### src/rtl/pcu_pkg.sv
package pcu_pkg;
  localparam int ADDR_W_D = 32;
  localparam int DISP_W_D = 16;
  localparam int JFLD_W_D = 26;

  localparam logic [1:0] KIND_EQ = 2'b10;
  localparam logic [1:0] KIND_NE = 2'b11;

  typedef enum logic [1:0] {
    SRC_SEQ    = 2'b00,
    SRC_BRANCH = 2'b01,
    SRC_JUMP   = 2'b10
  } next_src_e;
endpackage

### src/rtl/pcu_branch_decide.sv
module pcu_branch_decide (
  input  logic [1:0] br_kind,
  input  logic       alu_zero,
  output logic       taken
);
  import pcu_pkg::*;

  always_comb begin
    unique case (br_kind)
      KIND_EQ: taken = alu_zero;
      KIND_NE: taken = ~alu_zero;
      default: taken = 1'b0;
    endcase
  end
endmodule

### src/rtl/pcu_target_calc.sv
module pcu_target_calc #(
  parameter int ADDR_W = 32,
  parameter int DISP_W = 16,
  parameter int JFLD_W = 26
) (
  input  logic [ADDR_W-1:0] pc,
  input  logic [DISP_W-1:0] disp,
  input  logic [JFLD_W-1:0] jfld,
  output logic [ADDR_W-1:0] seq_addr,
  output logic [ADDR_W-1:0] br_addr,
  output logic [ADDR_W-1:0] jmp_addr
);
  localparam int EXT_W = ADDR_W - DISP_W - 2;
  localparam int HI_W  = ADDR_W - JFLD_W - 2;

  function automatic logic [ADDR_W-1:0] f_step(input logic [ADDR_W-1:0] a);
    return a + ADDR_W'(4);
  endfunction

  function automatic logic [ADDR_W-1:0] f_word_off(input logic [DISP_W-1:0] d);
    return {{EXT_W{d[DISP_W-1]}}, d, 2'b00};
  endfunction

  function automatic logic [ADDR_W-1:0] f_region(input logic [ADDR_W-1:0] a,
                                                 input logic [JFLD_W-1:0] f);
    return {a[ADDR_W-1 -: HI_W], f, 2'b00};
  endfunction

  assign seq_addr = f_step(pc);
  assign br_addr  = seq_addr + f_word_off(disp);
  assign jmp_addr = f_region(pc, jfld);
endmodule

### src/rtl/pcu_next_select.sv
module pcu_next_select #(
  parameter int ADDR_W = 32
) (
  input  logic                jmp_en,
  input  logic                taken,
  input  logic [ADDR_W-1:0]   seq_addr,
  input  logic [ADDR_W-1:0]   br_addr,
  input  logic [ADDR_W-1:0]   jmp_addr,
  output pcu_pkg::next_src_e  src,
  output logic [ADDR_W-1:0]   next_pc
);
  import pcu_pkg::*;

  always_comb begin
    if (jmp_en)     src = SRC_JUMP;
    else if (taken) src = SRC_BRANCH;
    else            src = SRC_SEQ;
  end

  always_comb begin
    unique case (src)
      SRC_JUMP:   next_pc = jmp_addr;
      SRC_BRANCH: next_pc = br_addr;
      default:    next_pc = seq_addr;
    endcase
  end
endmodule

### src/rtl/pcu_pc_reg.sv
module pcu_pc_reg #(
  parameter int          ADDR_W   = 32,
  parameter logic [31:0] RESET_PC = 32'h0
) (
  input  logic              clk,
  input  logic              rst,
  input  logic [ADDR_W-1:0] next_pc,
  output logic [ADDR_W-1:0] pc
);
  always_ff @(posedge clk) begin
    if (rst) pc <= ADDR_W'(RESET_PC);
    else     pc <= next_pc;
  end
endmodule

### src/rtl/pc_sequencer.sv
module pc_sequencer #(
  parameter int ADDR_W = pcu_pkg::ADDR_W_D,
  parameter int DISP_W = pcu_pkg::DISP_W_D,
  parameter int JFLD_W = pcu_pkg::JFLD_W_D
) (
  input  logic              clk,
  input  logic              rst,
  input  logic [DISP_W-1:0] br_disp,
  input  logic [JFLD_W-1:0] jmp_field,
  input  logic [1:0]        br_kind,
  input  logic              jmp_en,
  input  logic              alu_zero,
  output logic [ADDR_W-1:0] pc_q,
  output logic [ADDR_W-1:0] pc_link
);
  // internal events brought out by name for the checker
  logic               br_taken;
  pcu_pkg::next_src_e nsrc;
  logic [ADDR_W-1:0]  seq_addr;
  logic [ADDR_W-1:0]  br_addr;
  logic [ADDR_W-1:0]  jmp_addr;
  logic [ADDR_W-1:0]  next_pc;

  pcu_branch_decide u_dec (
    .br_kind (br_kind),
    .alu_zero(alu_zero),
    .taken   (br_taken)
  );

  pcu_target_calc #(.ADDR_W(ADDR_W), .DISP_W(DISP_W), .JFLD_W(JFLD_W)) u_tgt (
    .pc      (pc_q),
    .disp    (br_disp),
    .jfld    (jmp_field),
    .seq_addr(seq_addr),
    .br_addr (br_addr),
    .jmp_addr(jmp_addr)
  );

  pcu_next_select #(.ADDR_W(ADDR_W)) u_sel (
    .jmp_en  (jmp_en),
    .taken   (br_taken),
    .seq_addr(seq_addr),
    .br_addr (br_addr),
    .jmp_addr(jmp_addr),
    .src     (nsrc),
    .next_pc (next_pc)
  );

  pcu_pc_reg #(.ADDR_W(ADDR_W)) u_pc (
    .clk    (clk),
    .rst    (rst),
    .next_pc(next_pc),
    .pc     (pc_q)
  );

  assign pc_link = seq_addr;
endmodule

### config.mk
export PLATFORM = sky130hd
export DESIGN_NAME = pc_sequencer
export DESIGN_NICKNAME = d
export VERILOG_FILES = /design/src/rtl/pcu_pkg.sv /design/src/rtl/pcu_branch_decide.sv /design/src/rtl/pcu_target_calc.sv /design/src/rtl/pcu_next_select.sv /design/src/rtl/pcu_pc_reg.sv /design/src/rtl/pc_sequencer.sv
export SDC_FILE = /design/constraint.sdc
export NUM_CORES = 1
export LEC_CHECK = 0
export BUFFER_PORTS_ARGS = -buffer_cell sky130_fd_sc_hd__clkbuf_2
export CAP_MARGIN = 30
export CELL_PAD_IN_SITES_DETAIL_PLACEMENT = 0
export CELL_PAD_IN_SITES_GLOBAL_PLACEMENT = 1
export CORE_MARGIN = 2
export CORE_UTILIZATION = 38
export CTS_BUF_LIST = sky130_fd_sc_hd__clkbuf_8
export CTS_CLUSTER_DIAMETER = 30
export DETAILED_ROUTE_END_ITERATION = 7
export PLACE_DENSITY = 0.95
export SETUP_SLACK_MARGIN = 0.3
export SLEW_MARGIN = 20
export SYNTH_ARGS = -nofsm -noshare
export SYNTH_HDL_FRONTEND = slang
export SYNTH_SLANG_ARGS = --single-unit
### constraint.sdc
create_clock -name clk -period 4.3 [get_ports clk]
set_input_delay 0.43 -clock clk [delete_from_list [all_inputs] [get_ports clk]]
set_output_delay 0.43 -clock clk [all_outputs]
set_load 0.05 [all_outputs]
# Word-level counts from Yosys, hierarchy flattened
# Cells that the tools add are included.
[totals]
reg_bits = 32
out_inout_bits = 64
[classes]
bitwise_logic = 1
muxes = 4
add_sub_neg = 2
n_eq_ne = 4
[ops]
columns = ["operator", "n"]
rows = [
  ["one-hot mux 32 bit (2 select lines)", 1],
  ["adder 32 x 3 -> 32 bit (second input constant)", 1],
  ["adder 32 bit", 1],
  ["equality test 2 bit (second input constant)", 3],
  ["equality test 2 x 1 -> 1 bit (second input constant)", 1],
  ["two-way mux 2 bit", 1],
  ["one-hot mux 1 bit (2 select lines)", 1],
  ["two-way mux 1 bit", 1],
  ["inverter 1 bit", 1],
]

# Logic depth before layout (Yosys ltp)
[depth]
depth_word = 6
depth_mapped = 16
mapped_depth_nobuf = 15

# Cells and area by module
# Synthesis repeated with hierarchy kept, for this count alone.
[hier_totals]
cells_unflattened = 508
area_unflattened_um2 = 3985.1
[by_module_without_submodules]
columns = ["module", "area_each_um2", "seq_area_each_um2", "instances", "cells_each"]
rows = [
  ["pcu_target_calc", 2387.3, 0.0, 1, 330],
  ["pcu_pc_reg", 863.3, 640.6, 1, 67],
  ["pcu_next_select", 719.4, 0.0, 1, 109],
  ["pcu_branch_decide", 15.0, 0.0, 1, 2],
]

# Worst setup path before layout
# Ideal clock, no wire load.
[synth_timing]
path_type = "register -> register"
start = "register u_pc.pc[2]"
end = "register u_pc.pc[24]"
stages_incl_launch_ff = 15
required_time_ns = 4.219
period_less_slack_ns = 4.600
path_buffers = 0
arrival_time_ns = 4.518
setup_time_ns = 0.081
path_slack_ns = -0.300
cell_sequence = "dfxtp_1 > ha_1 > nand2_1 > nor2_1 > nand4_1 > xnor2_1 > ha_1 > o21ai_0 > nor2_1 > a211oi_2 > a311oi_1 > or3_4 > and3_4 > or4_1 > o211ai_1"
[synth_via]
elab_chain_cells = 3
[synth_lines]
columns = ["item", "line", "text"]
rows = [
  ["start: declaration", "pcu_pc_reg.sv:8", "output logic [ADDR_W-1:0] pc"],
  ["start signal: assignment", "pcu_pc_reg.sv:11", "if (rst) pc <= ADDR_W'(RESET_PC);"],
  ["start signal: assignment", "pcu_pc_reg.sv:12", "else pc <= next_pc;"],
  ["adder 32 x 3 -> 32 bit", "pcu_target_calc.sv:17", "return a + ADDR_W'(4);"],
  ["net pc_link[12]", "pc_sequencer.sv:14", "output logic [ADDR_W-1:0] pc_link"],
  ["adder 32 bit", "pcu_target_calc.sv:30", "assign br_addr = seq_addr + f_word_off(disp);"],
  ["one-hot mux 32 bit (2 select lines)", "pcu_next_select.sv:21", "unique case (src)"],
]
# The timed path passes the listed nets, and every way through them passes these cells.
# A chain may end at the register's enable or synchronous reset.

# Worst setup path after layout
[layout_timing]
start = "register u_pc.pc[2]"
end = "register u_pc.pc[24]"
[layout_via]
elab_chain_cells = 3
[layout_lines]
columns = ["item", "line"]
rows = [
  ["adder 32 x 3 -> 32 bit *", "pcu_target_calc.sv:17"],
  ["adder 32 bit", "pcu_target_calc.sv:30"],
  ["one-hot mux 32 bit (2 select lines) *", "pcu_next_select.sv:21"],
]
# Every way passes the cells marked *; elsewhere a longest branch is shown, timed or not.

==> results.json <==
{
  "status": "completed",
  "rsz0062_at_grt": "true",
  "wl_per_cell_um": 17.1,
  "clockRootBuffer": "clkbuf_8",
  "fin_hold_ws_ns": 0.367,
  "regMostFlops": "u_pc.pc",
  "required_ns": 4.51,
  "ys_ff_latch": 30,
  "worstSetupPathDepth": 15,
  "setup_viol": 0,
  "coreArea_um2": 8810,
  "drive_gt1_share_pct": 29.3,
  "report.final.slew_viol_count": 0,
  "skew_ns": 0.00719,
  "grt_overflow_total": 0,
  "yosysWarnings": 0,
  "fillers": 906,
  "diodes": 0,
  "p_leak_nw": 2.08,
  "nNetsFinal": 652,
  "ant_nets": 0,
  "pre_cts_ws_ns": 0.427,
  "dr_total_vias": 3950,
  "clk_pin_slew_ns": 0.07,
  "max_freq_mhz": 260,
  "netlist_top_cells_area": "dfxtp_1 (17%), ha_1 (11%), xnor2_1 (6.8%)",
  "cp_common_cell": "ha_1",
  "min_period_ns": 3.85,
  "cts_hold_buf": 0,
  "placed_cells": 672,
  "slew_headroom_pct": 50.9,
  "dr.pass1.iters": 5,
  "synth_ff_type": "dfxtp_1",
  "synth_top_area_cell": "dfxtp_1",
  "first_global_vias": 3746,
  "synthToLayoutAreaGrowth_pct": 26.7,
  "critPathKind": "flip-flop to flip-flop",
  "p_total_mw": 1.29,
  "routed_via_density": 5.80,
  "powerDensity_nw_per_um2": 292,
  "async_reset_ff_share_pct": 0,
  "period_share_pct": 89.5,
  "grt_max_degree": 38,
  "start_util_pct": 39.4,
  "finalHoldViolCount": 0,
  "io_buffers": 107,
  "syn-instance-count": 471,
  "antenna_found_initial": 0,
  "slowest_delay_ns": 0.48,
  "cp-end-kind": "flip-flop",
  "top_regs": "u_pc.pc (30)",
  "crit_family": "simple AND/OR/NAND/NOR gates",
  "setup_slack_ns": 0.453,
  "synth_edf_count": 0,
  "drc": 0,
  "crit_buf_inv": 1,
  "chipWidth_um": 99.6,
  "r2r_cells": 15,
  "largest_reg_flops": 30,
  "gp_congestion": 0.923,
  "die_y_um": 99.6,
  "htreeDepth": 2,
  "ir_drop_v": 0.000133,
  "min-delay-path-class": "primary input to flip-flop",
  "fin_tns_setup_ns": 0,
  "holdPathStages": 2,
  "crit_slowest_cell": "or4_1",
  "ys_seq_area_share_pct": 17.3,
  "synth_area_um2": 3470,
  "die_area_um2": 9920,
  "postLayoutCoreUtil_pct": 50.0,
  "synth_top_cell_area_share_pct": 17.3,
  "drt_iter0_drc": 221,
  "grt_pass1_wl_um": 18300,
  "place_hpwl_um": 8850,
  "cts_tree": "yes",
  "crit_fanout": 5,
  "design.portCount": 112,
  "layout_commonest_cell": "clkbuf_2",
  "critPathLaunchType": "flip-flop",
  "crit_arrival_ns": 4.06,
  "cts_buffers": 5,
  "grt_util_all_layers_pct": 22.9,
  "ys_types": 66,
  "drt_wl_total_um": 11600,
  "synth.avg_cell_area_um2": 7.37,
  "design_area_um2": 4400,
  "placed_cell_area_um2": 4300,
  "drv_cap": 0,
  "rows": 34,
  "clk_path_buf_depth": 2,
  "tightestPinTransition_ns": 0.730,
  "cp_cell_sequence": "ha_1, nand2_1, nor2_2, nand4_1, buf_4, xnor2_2, ha_1, nand3_1, nor2_1, a211oi_2, a311oi_1, or3_4, and3_4, or4_1, o211ai_1",
  "cts_num_sinks": 30,
  "clock_latency_ns": 0.29,
  "final_cell_mix": "clkbuf_2 (107), nand2_1 (54), nor2_1 (39)",
  "final_cell_count_no_fill": 681
}
==> area by class of cell <==
class / count / area (um^2) / share of cell area, %
multi-input combinational: 410 / 2940 / 66.8
sequential: 30 / 612 / 13.9
timing repair buffer: 112 / 573 / 13.0
tap: 108 / 135 / 3.07
clock buffer: 6 / 82.6 / 1.88
inverter: 13 / 48.8 / 1.11
clock inverter: 2 / 8.76 / 0.199
==> logic make-up (layout without fill, tap and decap cells) <==
family,after synthesis,in the layout,synth area share (%)
flip-flops,30,30,17.3
XOR/XNOR,46,46,11.6
AO/OA/AOI/OAI,154,154,29.4
adder cells (fa/ha/maj),32,32,11.7
buffers and inverters,34,133,4.11
AND/OR/NAND/NOR,172,172,25.2
multiplexers,2,2,0.576
other,1,4,0.108
==> path summary, 6_finish.rpt <==
path | start | endpoint | slack, ns
setup / recovery | u_pc.pc[2] | u_pc.pc[24] | 0.45
hold / removal | jmp_field[18] | u_pc.pc[20] | 0.37
setup reg to reg | u_pc.pc[2] | u_pc.pc[24] | 0.45
hold reg to reg | u_pc.pc[31] | u_pc.pc[31] | 0.61
==> worst reg2reg max path, cell delays in order, from the launching register on <==
cell,delay [ns]
dfxtp_2,0.38
ha_1,0.22
nand2_1,0.10
nor2_2,0.19
nand4_1,0.26
buf_4,0.24
xnor2_2,0.21
ha_1,0.33
nand3_1,0.14
nor2_1,0.07
a211oi_2,0.30
a311oi_1,0.16
or3_4,0.43
and3_4,0.18
or4_1,0.48
o211ai_1,0.10
==> cell usage after synthesis (3+ instances only) <==
library cell,n
a211oi_1,14
a21o_1,10
a21oi_1,38
a311oi_1,4
a31o_2,3
a31oi_1,3
and2_1,5
and3_1,4
and4_1,7
buf_4,4
clkbuf_1,16
dfxtp_1,30
ha_1,31
inv_1,12
nand2_1,54
nand2b_1,7
nand3_1,11
nand4_1,12
nor2_1,41
nor2b_1,3
nor3_1,6
nor4b_1,3
o211a_1,4
o211ai_1,3
o21ai_0,38
o221ai_1,4
o22ai_1,4
o311ai_0,3
o31ai_1,3
or2_2,3
or4_1,4
xnor2_1,27
xor2_1,19
==> per-layer routing <==
metal	vias to the layer above	GRT usage (%)	share of wire (%)
met5	-	0	0
met4	0	7.06	2.3
li1	1945	-	-
met2	153	37.2	44
met3	21	5.97	8.1
met1	1831	29.9	45
==> where the power goes <==
| part | leakage [nW] | internal, mW | switching (mW) | total (mW) |
|---|---|---|---|---|
| clock network | 0.0524 | 0.127 | 0.119 | 0.246 |
| registers | 0.252 | 0.305 | 0.0411 | 0.346 |
| logic | 1.77 | 0.226 | 0.469 | 0.695 |
| total | 2.08 | 0.658 | 0.629 | 1.29 |
==> what timing repair did <==
action / in CTS / in global routing
resized for setup: 0 / 3
hold endpoints to repair: 0 / 0
endpoints found under the setup margin: 0 / 7
setup buffers: 0 / 1
Note: power is estimated with default switching activity, not from simulation.
